`src/rtl/qdiv_pkg.sv`:
```
// Shared types for the divide unit: operation codes and control states.
package qdiv_pkg;

    // Operation select; the encoding is visible at the op_sel port.
    typedef enum logic [1:0] {
        OP_INT  = 2'd0,
        OP_FRAC = 2'd1,
        OP_EXTU = 2'd2,
        OP_EXTS = 2'd3
    } div_op_e;

    // Control sequence: one setup, QW iterations, one finish.
    typedef enum logic [1:0] {
        ST_IDLE   = 2'd0,
        ST_SETUP  = 2'd1,
        ST_ITER   = 2'd2,
        ST_FINISH = 2'd3
    } div_state_e;

endpackage

```
`src/rtl/qdiv_prep.sv`:
```
// Operand conditioning (combinational).
// Places the numerator in a 2*QW-bit frame for the selected mode. In signed
// mode it takes operand magnitudes and records the sign corrections.
// It also flags any failure that is visible before iterating.
// Assumes the operands are held stable in the caller's registers.
module qdiv_prep
    import qdiv_pkg::*;
#(
    parameter int QW = 16
) (
    input  div_op_e            op,
    input  logic [2*QW-1:0]    dvd,
    input  logic [QW-1:0]      dvs,
    output logic [QW-1:0]      num_hi,
    output logic [QW-1:0]      num_lo,
    output logic [QW-1:0]      den,
    output logic               neg_quo,
    output logic               neg_rem,
    output logic               zero_div,
    output logic               early_fail,
    output logic               early_v
);
    localparam int DW = 2 * QW;

    logic [DW-1:0] dvd_mag;
    logic [QW-1:0] dvs_mag;

    // Magnitudes used by the signed mode.
    always_comb begin
        dvd_mag = dvd[DW-1] ? (~dvd + 1'b1) : dvd;
        dvs_mag = dvs[QW-1] ? (~dvs + 1'b1) : dvs;
    end

    // Numerator framing and denominator selection per mode.
    always_comb begin
        num_hi  = '0;
        num_lo  = '0;
        den     = dvs;
        neg_quo = 1'b0;
        neg_rem = 1'b0;
        unique case (op)
            OP_INT: begin
                num_lo = dvd[QW-1:0];
            end
            OP_FRAC: begin
                num_hi = dvd[QW-1:0];
            end
            OP_EXTU: begin
                num_hi = dvd[DW-1:QW];
                num_lo = dvd[QW-1:0];
            end
            default: begin
                num_hi  = dvd_mag[DW-1:QW];
                num_lo  = dvd_mag[QW-1:0];
                den     = dvs_mag;
                neg_quo = dvd[DW-1] ^ dvs[QW-1];
                neg_rem = dvd[DW-1];
            end
        endcase
    end

    // Failure visible from the operands: zero divisor, or quotient wider than QW.
    always_comb begin
        zero_div   = (dvs == '0);
        early_fail = zero_div || (num_hi >= den);
        early_v    = early_fail && (op != OP_INT);
    end

endmodule

```
`src/rtl/qdiv_core.sv`:
```
// Restoring divide datapath: one quotient bit per step.
// Assumes num_hi < den at load, so every partial remainder fits in QW bits.
// After QW steps, quo_mag holds the quotient and rem_mag the remainder.
module qdiv_core #(
    parameter int QW = 16
) (
    input  logic           clk,
    input  logic           rst_n,
    input  logic           load,
    input  logic           step,
    input  logic [QW-1:0]  num_hi,
    input  logic [QW-1:0]  num_lo,
    input  logic [QW-1:0]  den,
    output logic [QW-1:0]  quo_mag,
    output logic [QW-1:0]  rem_mag,
    output logic           last_step
);
    localparam int CW = $clog2(QW + 1);

    logic [QW-1:0] rem_q;
    logic [QW-1:0] shq_q;
    logic [CW-1:0] cnt_q;
    logic [QW:0]   trial;
    logic [QW+1:0] diff;
    logic          fits;

    // Trial subtraction of the divisor from the shifted partial remainder.
    always_comb begin
        trial = {rem_q, shq_q[QW-1]};
        diff  = {1'b0, trial} - {2'b00, den};
        fits  = ~diff[QW+1];
    end

    // Partial remainder and quotient shift register.
    always_ff @(posedge clk) begin
        if (!rst_n) begin
            rem_q <= '0;
            shq_q <= '0;
        end else if (load) begin
            rem_q <= num_hi;
            shq_q <= num_lo;
        end else if (step) begin
            rem_q <= fits ? diff[QW-1:0] : trial[QW-1:0];
            shq_q <= {shq_q[QW-2:0], fits};
        end
    end

    // Iteration counter.
    always_ff @(posedge clk) begin
        if (!rst_n)    cnt_q <= '0;
        else if (load) cnt_q <= '0;
        else if (step) cnt_q <= cnt_q + 1'b1;
    end

    assign last_step = step && (cnt_q == CW'(QW - 1));
    assign quo_mag   = shq_q;
    assign rem_mag   = rem_q;

endmodule

```
`src/rtl/qdiv_post.sv`:
```
// Result correction (combinational).
// Applies the signed-mode sign rules and flags signed quotients whose
// magnitude does not fit in QW-1 bits. Assumes the sign flags are zero
// outside signed mode.
module qdiv_post
    import qdiv_pkg::*;
#(
    parameter int QW = 16
) (
    input  div_op_e        op,
    input  logic [QW-1:0]  quo_mag,
    input  logic [QW-1:0]  rem_mag,
    input  logic           neg_quo,
    input  logic           neg_rem,
    output logic [QW-1:0]  quo_fin,
    output logic [QW-1:0]  rem_fin,
    output logic           late_ovf
);
    // Sign fix-up and signed magnitude overflow.
    always_comb begin
        quo_fin  = neg_quo ? (~quo_mag + 1'b1) : quo_mag;
        rem_fin  = neg_rem ? (~rem_mag + 1'b1) : rem_mag;
        late_ovf = (op == OP_EXTS) && quo_mag[QW-1];
    end

endmodule

```
`src/rtl/qdiv_unit.sv`:
```
// Integer / fractional / extended divide unit (top).
// Sequences setup, QW restoring iterations and a finish cycle. It registers
// the results and flags, which hold until the next done pulse.
// Assumes start is only acted on while idle; operands are captured at start.
module qdiv_unit
    import qdiv_pkg::*;
#(
    parameter int QW = 16
) (
    input  logic              clk,
    input  logic              rst_n,
    input  logic              start,
    input  logic [1:0]        op_sel,
    input  logic [2*QW-1:0]   dividend,
    input  logic [QW-1:0]     divisor,
    output logic              busy,
    output logic              done,
    output logic [QW-1:0]     quotient,
    output logic [QW-1:0]     remainder,
    output logic              flag_z,
    output logic              flag_v,
    output logic              flag_c
);
    localparam int DW = 2 * QW;

    div_state_e    state_q;
    div_op_e       op_q;
    logic [DW-1:0] dvd_q;
    logic [QW-1:0] dvs_q;
    logic          fail_q, failv_q, failc_q;

    logic [QW-1:0] num_hi, num_lo, den;
    logic          neg_quo, neg_rem, zero_div, early_fail, early_v;
    logic [QW-1:0] quo_mag, rem_mag, quo_fin, rem_fin;
    logic          last_step, late_ovf;
    logic          core_load, core_step;

    qdiv_prep #(.QW(QW)) u_prep (
        .op(op_q), .dvd(dvd_q), .dvs(dvs_q),
        .num_hi(num_hi), .num_lo(num_lo), .den(den),
        .neg_quo(neg_quo), .neg_rem(neg_rem), .zero_div(zero_div),
        .early_fail(early_fail), .early_v(early_v)
    );

    assign core_load = (state_q == ST_SETUP) && !early_fail;
    assign core_step = (state_q == ST_ITER);

    qdiv_core #(.QW(QW)) u_core (
        .clk(clk), .rst_n(rst_n), .load(core_load), .step(core_step),
        .num_hi(num_hi), .num_lo(num_lo), .den(den),
        .quo_mag(quo_mag), .rem_mag(rem_mag), .last_step(last_step)
    );

    qdiv_post #(.QW(QW)) u_post (
        .op(op_q), .quo_mag(quo_mag), .rem_mag(rem_mag),
        .neg_quo(neg_quo), .neg_rem(neg_rem),
        .quo_fin(quo_fin), .rem_fin(rem_fin), .late_ovf(late_ovf)
    );

    // Control sequence and operand capture.
    always_ff @(posedge clk) begin
        if (!rst_n) begin
            state_q <= ST_IDLE;
            op_q    <= OP_INT;
            dvd_q   <= '0;
            dvs_q   <= '0;
            fail_q  <= 1'b0;
            failv_q <= 1'b0;
            failc_q <= 1'b0;
        end else begin
            unique case (state_q)
                ST_IDLE: if (start) begin
                    op_q    <= div_op_e'(op_sel);
                    dvd_q   <= dividend;
                    dvs_q   <= divisor;
                    state_q <= ST_SETUP;
                end
                ST_SETUP: begin
                    fail_q  <= early_fail;
                    failv_q <= early_v;
                    failc_q <= zero_div;
                    state_q <= early_fail ? ST_FINISH : ST_ITER;
                end
                ST_ITER: if (last_step) state_q <= ST_FINISH;
                default: state_q <= ST_IDLE;
            endcase
        end
    end

    // Result registers, loaded only in the finish cycle.
    always_ff @(posedge clk) begin
        if (!rst_n) begin
            quotient  <= '0;
            remainder <= '0;
            flag_z    <= 1'b0;
            flag_v    <= 1'b0;
            flag_c    <= 1'b0;
            done      <= 1'b0;
        end else begin
            done <= 1'b0;
            if (state_q == ST_FINISH) begin
                done <= 1'b1;
                if (fail_q || late_ovf) begin
                    quotient  <= '1;
                    remainder <= '0;
                    flag_z    <= 1'b0;
                    flag_v    <= fail_q ? failv_q : 1'b1;
                    flag_c    <= fail_q ? failc_q : 1'b0;
                end else begin
                    quotient  <= quo_fin;
                    remainder <= rem_fin;
                    flag_z    <= (quo_fin == '0);
                    flag_v    <= 1'b0;
                    flag_c    <= 1'b0;
                end
            end
        end
    end

    assign busy = (state_q != ST_IDLE);

endmodule

```
`config.mk`:
```
export PLATFORM = sky130hd
export DESIGN_NAME = qdiv_unit
export DESIGN_NICKNAME = d
export VERILOG_FILES = /design/src/rtl/qdiv_pkg.sv /design/src/rtl/qdiv_prep.sv /design/src/rtl/qdiv_core.sv /design/src/rtl/qdiv_post.sv /design/src/rtl/qdiv_unit.sv
export SDC_FILE = /design/constraint.sdc
export NUM_CORES = 1
export LEC_CHECK = 0
export ABC_AREA = 1
export BUFFER_PORTS_ARGS = -buffer_cell sky130_fd_sc_hd__buf_2
export CORE_MARGIN = 4
export CORE_UTILIZATION = 58
export DETAILED_ROUTE_END_ITERATION = 10
export GPL_ROUTABILITY_DRIVEN = 0
export HOLD_SLACK_MARGIN = 0.08
export PLACE_DENSITY = 0.79
export SYNTH_ARGS = -nofsm -noshare
export SYNTH_HDL_FRONTEND = slang
export SYNTH_SLANG_ARGS = --single-unit
```
`constraint.sdc`:
```
create_clock -name clk -period 3.87 [get_ports clk]
set_input_delay 0.1935 -clock clk [delete_from_list [all_inputs] [get_ports clk]]
set_output_delay 0.1935 -clock clk [all_outputs]
set_load 0.02 [all_outputs]
```
==> summary.txt, run 1 <==
Status
  • Outcome: complete, no violations

Power
  • Net switching power figure: 4.051 mW
  • Peak supply drop: 0.4438 mV
  • Total power draw: 8.029 mW
  • Part of the total power dissipated in combinational logic: 0.580
  • Static leakage: 5.189 nW
  • Power density over the cells: 772.4 nW/um^2
  • Switching share of power: 0.5045
  • Sequential cell fraction of total power: 0.243
  • Internal power component: 3.978 mW
  • Clock network power share: 0.177

Clock network
  • H-tree levels: 4
  • CTS tree: built
  • Clock buffer count from CTS: 17
  • Worst-skew pair later-pin latency: 420 ps
  • Clock tree root driver cell: sky130_fd_sc_hd__clkbuf_16
  • Post-cts repair resize count: 0
  • Number of buffers on the longest clock path: 2
  • Clock Sinks: 128
  • Clock transition at the register clock pins on the worst setup and hold paths after CTS: 60 ps

Floorplan
  • Overall die area: 17,590 sq um
  • Die X: 132.6 microns
  • Initial Util: 0.5925
  • Core area: 15,200 sq um
  • Overall die height: 132.6 microns
  • Rows: 45
  • I/O pin cnt: 90

Logic synthesis
  • Yosys top cell area share: 0.2845
  • Most used flip-flop cell after synthesis: sky130_fd_sc_hd__dfxtp_1
  • Count of distinct cell types in the synthesized netlist: 43
  • Post-synthesis cell type with the largest combined area: sky130_fd_sc_hd__dfxtp_1
  • Synth async-reset ratio: 0
  • Net Count, Synth: 1,549
  • Fraction of the yosys area taken by sequential cells: 0.2845
  • Largest cells by area after synthesis: sky130_fd_sc_hd__dfxtp_1 28%, sky130_fd_sc_hd__nand2_1 16%, sky130_fd_sc_hd__nand3_1 8.2%
  • Cell area after synthesis: 9007 sq um
  • EDFF count, synth: 0
  • Gate Count Post-Synth: 1,452
  • Total of flip-flops plus latches after synthesis: 128
  • Synth warnings: 0
  • Post-synthesis area per instance: 6.203 sq um

Detailed routing
  • Initial detailed-routing violation count: 1,158
  • Average vias per placed instance: 5.762
  • Residual antenna-violating net count after detailed routing: 0
  • Number of design rule violations left after detail routing: 0
  • Routed WL per cell: 15.65 microns
  • Vias: 10,100
  • Total routed wirelength: 27,420 microns
  • Pre-Repair DR Iteration Count: 8

Timing
  • Accumulated negative setup slack: 0 ps
  • Final count of negative-setup-slack endpoints: 0
  • Max-slew violations: 0
  • Clock Skews: 5.510 ps
  • Worst-case setup margin in the final layout: 174.1 ps
  • Final hold violation count: 0
  • Highest clock frequency the design can meet: 270.6 MHz
  • Measured slew at the worst slew-check pin: 992.7 ps
  • RSZ-0062 raised after global routing: yes
  • Worst relative slew slack: 0.3375
  • Clock period minus worst slack: 3696 ps
  • Post-route clock period utilization: 0.9550
  • Min Hold Slack: 91.78 ps

Critical path
  • Cells on worst reg2reg path: 18
  • Worst reg2reg setup slack: 170 ps
  • Endpoint kind of the worst setup timing path: flip-flop
  • Kind of launch point of the worst setup path: flip-flop
  • CP Data Arrival Time: 4070 ps
  • Worst-path fanout max: 29
  • Setup Crit Path Kind: reg2reg
  • Startpoint of the worst setup timing path: op_q[0]
  • Required time of the critical path: 4240 ps
  • Reg2Reg Capture Point: u_core.rem_mag[12]
  • Launching point of the worst reg2reg path: op_q[0]

Min path
  • End point of the most critical hold path: dvd_q[5]
  • Worst Min Path Start: dividend[5]
  • Hold Path Depth: 3
  • Worst Hold Class: in2reg

Placement
  • Port-buffer cells: 89
  • Setup Slack @ Placement: 351.7 ps
  • Hpwl dp: 20,390 microns

Cells and area
  • Number of diodes added for antenna fixing: 0
  • Layout cells sized above 1: 0.09783
  • Final net count: 1,651
  • Synthesis-to-finish area growth: 15.41%
  • Leading cell types in the layout, fill and taps excluded: 381 x sky130_fd_sc_hd__nand2_1, 179 x sky130_fd_sc_hd__inv_1, 147 x sky130_fd_sc_hd__nor2_1, 147 x sky130_fd_sc_hd__nand3_1, 128 x sky130_fd_sc_hd__dfxtp_1
  • Commonest non-fill, non-tap cell in the layout: sky130_fd_sc_hd__nand2_1

GRT
  • Aggregate global routing overflow: 0
  • Largest net degree at the start of global routing: 53
  • Number of antenna violations at the first check in global routing: 0
  • Via count of the first global-routing pass: 9,230
  • Global Route Usage Sum: 0.3066
  • First-pass GRT wire length: 44,280 microns

Run
  • Max-cap violation count: 0
## area by class of cell
cell class | count | area [sq um]
repair buffers | 140 | 918.4
fillers | 1363 | 4807
well taps | 188 | 235.2
clock inverters | 6 | 37.54
flip-flops and latches | 128 | 2562
clock buffers | 23 | 467.9
multi-input cells | 1077 | 5460
inverters | 190 | 713.2
## flip-flops by register name, indices dropped and copies added (netlist names), 2 cells and up
name            cells
dvd_q              32
dvs_q              16
quotient           16
remainder          16
u_core.quo_mag     16
u_core.rem_mag     16
u_core.cnt_q        5
op_q                2
state_q             2
## metrics by stage
step | cells | util | cell area, sq um
6_report | 1752 | 0.6838 | 10400
4_1_cts | 1752 | 0.6838 | 10400
2_1_floorplan | 1452 | - | 9007
5_1_grt | 1752 | 0.6838 | 10400
3_3_place_gp | 1687 | 0.6268 | 9529
3_5_place_dp | 1687 | 0.6268 | 9529
## worst max-delay path by stage
stage / to / slack [ps] / cells past startpoint
after global placement: u_core.rem_mag[5] / 490 / 20
after CTS: u_core.quo_mag[3] / 320 / 19
after global routing: u_core.quo_mag[4] / -10 / 21
after floorplan: u_core.rem_mag[0] / 1040 / 21
after detailed placement: u_core.quo_mag[5] / 350 / 19
final: u_core.rem_mag[12] / 170 / 18
## synth_stat cells, drive strengths merged, types with 9 or more instances
master and number:
a21oi 102, buf 26, clkbuf 31, dfxtp 128, ha 43, inv 187
nand2 386, nand3 150, nand4 29, nor2 153, nor3 11, o211ai 10
o21ai 103, o221ai 9, xor2 34
## layer usage
metal	GRT usage	routed length (microns)	vias up
li1	-	-	4939
met1	0.3751	10960	4554
met2	0.5164	12840	482
met3	0.06844	2313	120
met4	0.1374	1308	0
met5	0	0	-
## what timing repair did
action	in CTS	in global routing
buffers inserted	0	0
setup endpoints to repair	0	2
hold endpoints to repair	36	0
hold buffers	36	0
## power by group through the flow
| stage | Sequential [mW] | Clock [mW] | Combinational [mW] |
|---|---|---|---|
| floorplan | 1.86 | 0 | 3.54 |
| global placement | 1.95 | 0 | 4.39 |
| detailed placement | 1.95 | 0 | 4.47 |
| CTS | 1.93 | 1.43 | 4.53 |
| global route | 1.97 | 1.49 | 5.20 |
| finish | 1.95 | 1.42 | 4.66 |
## logic make-up after synthesis
group	after synthesis	synth area share
DFF	128	0.2845
AOI/OAI and AO/OA	249	0.1515
muxes	1	0.001111
xor gates and xnor gates	39	0.03792
buffers and inverters	247	0.1096
adders and majority gates	44	0.06195
and+or+nand+nor	744	0.3534
## critical path, cell delays in order, from the launching register on
cell and delay, ps:
sky130_fd_sc_hd__dfxtp_1 580, sky130_fd_sc_hd__nand2_2 290, sky130_fd_sc_hd__inv_2 450, sky130_fd_sc_hd__a221oi_1 110, sky130_fd_sc_hd__a31oi_1 450, sky130_fd_sc_hd__ha_1 330
sky130_fd_sc_hd__nand2_1 70, sky130_fd_sc_hd__inv_1 50, sky130_fd_sc_hd__nand3_1 70, sky130_fd_sc_hd__nand3_1 90, sky130_fd_sc_hd__nand2_1 70, sky130_fd_sc_hd__nand2_1 60
sky130_fd_sc_hd__nand2_1 110, sky130_fd_sc_hd__nand3_4 130, sky130_fd_sc_hd__inv_2 260, sky130_fd_sc_hd__nand3_1 260, sky130_fd_sc_hd__nand3_1 160, sky130_fd_sc_hd__nand2_1 50
sky130_fd_sc_hd__inv_1 60
Power figures use the tool's default switching activity.
==> run 2, diff against run 1 <==
CORE_MARGIN = 2   (was 4)
CTS_CLUSTER_DIAMETER = 30   (was default)
clock period = 4.8 ns   (was 3.87 ns; I/O delays follow)
==> summary.txt, run 2 (synthesized netlist as in run 1, its figures left out) <==
GRT
  • Global Route Usage Sum: 0.3313 (+0.02474)
  • First-pass GRT wire length: 43,860 microns (-0.95%)
  • Aggregate global routing overflow: 0 (unchanged)
  • Via count of the first global-routing pass: 8,923 (-3.3%)
  • Largest net degree at the start of global routing: 53 (unchanged)
  • Number of antenna violations at the first check in global routing: 0 (unchanged)

Detailed routing
  • Number of design rule violations left after detail routing: 0 (unchanged)
  • Total routed wirelength: 27,030 microns (-1.4%)
  • Residual antenna-violating net count after detailed routing: 0 (unchanged)
  • Routed WL per cell: 15.76 microns (+0.69%)
  • Vias: 9,933 (-1.6%)
  • Pre-Repair DR Iteration Count: 8 (unchanged)
  • Average vias per placed instance: 5.792 (+0.52%)
  • Initial detailed-routing violation count: 1,200 (+3.6%)

Floorplan
  • Core area: 15,200 sq um (unchanged)
  • I/O pin cnt: 90 (unchanged)
  • Overall die height: 128.6 microns (-3.0%)
  • Overall die area: 16,540 sq um (-5.9%)
  • Rows: 45 (unchanged)
  • Initial Util: 0.5925 (unchanged)
  • Die X: 128.6 microns (-3.0%)

Clock network
  • Clock Sinks: 128 (unchanged)
  • Clock transition at the register clock pins on the worst setup and hold paths after CTS: 60 ps (about the same)
  • Clock tree root driver cell: sky130_fd_sc_hd__clkbuf_16
  • Number of buffers inserted by post-CTS setup repair: 0 (unchanged)
  • Worst-skew pair later-pin latency: 430 ps (about the same)
  • Clock buffer count from CTS: 17 (unchanged)
  • H-tree levels: 4 (unchanged)
  • Number of buffers on the longest clock path: 2 (unchanged)
  • CTS tree: built

Power
  • Sequential cell fraction of total power: 0.233 (-0.010)
  • Static leakage: 5.052 nW (-2.6%)
  • Power density over the cells: 661.9 nW/um^2 (-14%)
  • Peak supply drop: 0.3286 mV (-26%)
  • Switching share of power: 0.5028 (-0.001691)
  • Part of the total power dissipated in combinational logic: 0.565 (-0.015)
  • Internal power component: 3.330 mW (-16%)
  • Net switching power figure: 3.368 mW (-17%)
  • Clock network power share: 0.201 (+0.024)

Cells and area
  • Summed area of non-filler cells in the final layout: 10,120 sq um (-2.6%)
  • Leading cell types in the layout, fill and taps excluded: 381 x sky130_fd_sc_hd__nand2_1, 179 x sky130_fd_sc_hd__inv_1, 147 x sky130_fd_sc_hd__nor2_1, 147 x sky130_fd_sc_hd__nand3_1, 128 x sky130_fd_sc_hd__dfxtp_1
  • Max FFs per register: 32 (unchanged)
  • Commonest non-fill, non-tap cell in the layout: sky130_fd_sc_hd__nand2_1
  • Number of diodes added for antenna fixing: 0 (unchanged)
  • Layout cells sized above 1: 0.1002 (+0.002370)
  • Number of standard cells in the layout, taps in and fillers out: 1,715 (-2.1%)
  • Final net count: 1,611 (-2.4%)
  • Number of filler cells placed in the layout: 1,421 (+4.3%)
  • Reg with most FFs: dvd_q
  • Synthesis-to-finish area growth: 12.35%

Timing
  • Final count of negative-setup-slack endpoints: 0 (unchanged)
  • Clock period minus worst slack: 4099 ps (+402.9 ps)
  • Measured slew at the worst slew-check pin: 1073 ps (+80.05 ps)
  • Min Hold Slack: 80.01 ps (-11.77 ps)
  • Final hold violation count: 0 (unchanged)
  • Highest clock frequency the design can meet: 244.0 MHz (-9.8%)
  • RSZ-0062 raised after global routing: no
  • Clock Skews: 11.45 ps (+5.937 ps)
  • Worst relative slew slack: 0.2841 (-0.05343)
  • Max-slew violations: 0 (unchanged)
  • Accumulated negative setup slack: 0 ps (unchanged)
  • Worst-case setup margin in the final layout: 701.3 ps (+527.1 ps)
  • Post-route clock period utilization: 0.8539 (-0.1011)

Min path
  • Worst Min Path Start: dividend[8]
  • Hold Path Depth: 3 (unchanged)
  • End point of the most critical hold path: dvd_q[8]
  • Worst Hold Class: in2reg

Critical path
  • Most repeated library cell on the critical path: sky130_fd_sc_hd__nor2_1
  • Series of cell instances along the critical path: nand2_2, buf_4, nor2_2, nand2_1, o21bai_2, ha_1, a21oi_1, o21ai_0, nor2_1, nand3_4, inv_2, nand3_1, nand2_1, nor2_1, nor2_1
  • Cells on worst reg2reg path: 15 (-3)
  • WP buf/inv: 2 (-2)
  • Reg2Reg Capture Point: u_core.rem_mag[13]
  • Endpoint kind of the worst setup timing path: flip-flop
  • Required time of the critical path: 5150 ps (+910 ps)
  • Kind of cell adding the most delay to the critical path: simple AND/OR/NAND/NOR gates
  • Biggest cell delay along the critical path: 510 ps (-70 ps)
  • Launching point of the worst reg2reg path: op_q[1]
  • Setup Crit Path Kind: reg2reg
  • Kind of launch point of the worst setup path: flip-flop
  • Worst-path fanout max: 35 (+21%)
  • Slowest cell on the critical path: sky130_fd_sc_hd__inv_2
  • Worst reg2reg setup slack: 700 ps (+530 ps)
  • CP Data Arrival Time: 4440 ps (+370 ps)

Placement
  • DP Cell Count: 1,680 (-0.41%)
  • Post-DP Area: 9477 sq um (-0.55%)
  • Port-buffer cells: 89 (unchanged)
  • Setup Slack @ Placement: 872.9 ps (+521.2 ps)
  • Hpwl dp: 20,280 microns (-0.54%)

Run
  • Max-cap violation count: 0 (unchanged)

Status
  • Outcome: complete, no violations
[run 2: metrics by stage]
| step | util | power [mW] |
|---|---|---|
| finish | 0.6657 | 6.698 |
| floorplan | - | 4.358 |
| global placement | 0.6234 | 5.156 |
| CTS | 0.6657 | 6.563 |
| global route | 0.6657 | 7.221 |
| detailed placement | 0.6234 | 5.201 |
[run 2: how the worst max path moves through the flow]
stage               slack, ps  cells after the start    start            endpoint
floorplan                1970                     21  op_q[0]   u_core.rem_mag[0]
global placement          870                     15  op_q[1]  u_core.rem_mag[13]
detailed placement        870                     15  op_q[1]  u_core.rem_mag[13]
CTS                       860                     15  op_q[1]  u_core.rem_mag[13]
global route              520                     15  op_q[1]   u_core.rem_mag[5]
finish                    700                     15  op_q[1]  u_core.rem_mag[13]
[run 2: power groups by stage]
stage / Combinational, mW / Sequential, mW / Clock [mW]
final: 3.79 / 1.56 / 1.35
after detailed placement: 3.64 / 1.56 / 0
after CTS: 3.67 / 1.54 / 1.35
after global placement: 3.60 / 1.56 / 0
after global routing: 4.23 / 1.58 / 1.41
after floorplan: 2.85 / 1.50 / 0
[run 2: cell type report]
type                            instances  area, sq um  area share
Clock buffer                           19        452.9     0.04476
Clock inverter                         13        160.2     0.01583
Inverter                              190        713.2     0.07047
Multi-Input combinational cell       1077         5460      0.5396
Sequential cell                       128         2562      0.2532
Tap cell                              188        235.2     0.02324
Timing Repair Buffer                  100        535.5     0.05292
[run 2: timing repair]
item / 4_1_cts / 5_1_grt
hold endpoints to repair: 3 / 0
hold buffers: 3 / 0
resized for setup: 0 / 0
[run 2: layer usage]
metal | GRT usage | up-vias | share of wire
met4 | 0.1387 | 0 | 0.044
li1 | - | 4863 | -
met5 | 0 | - | 0
met2 | 0.5375 | 514 | 0.45
met3 | 0.05946 | 105 | 0.093
met1 | 0.4366 | 4451 | 0.41
[run 2: tightest hold or removal path: stages]
cell	delay (ps)
sky130_fd_sc_hd__buf_2	70
sky130_fd_sc_hd__o21ai_0	70
sky130_fd_sc_hd__nor2_1	80
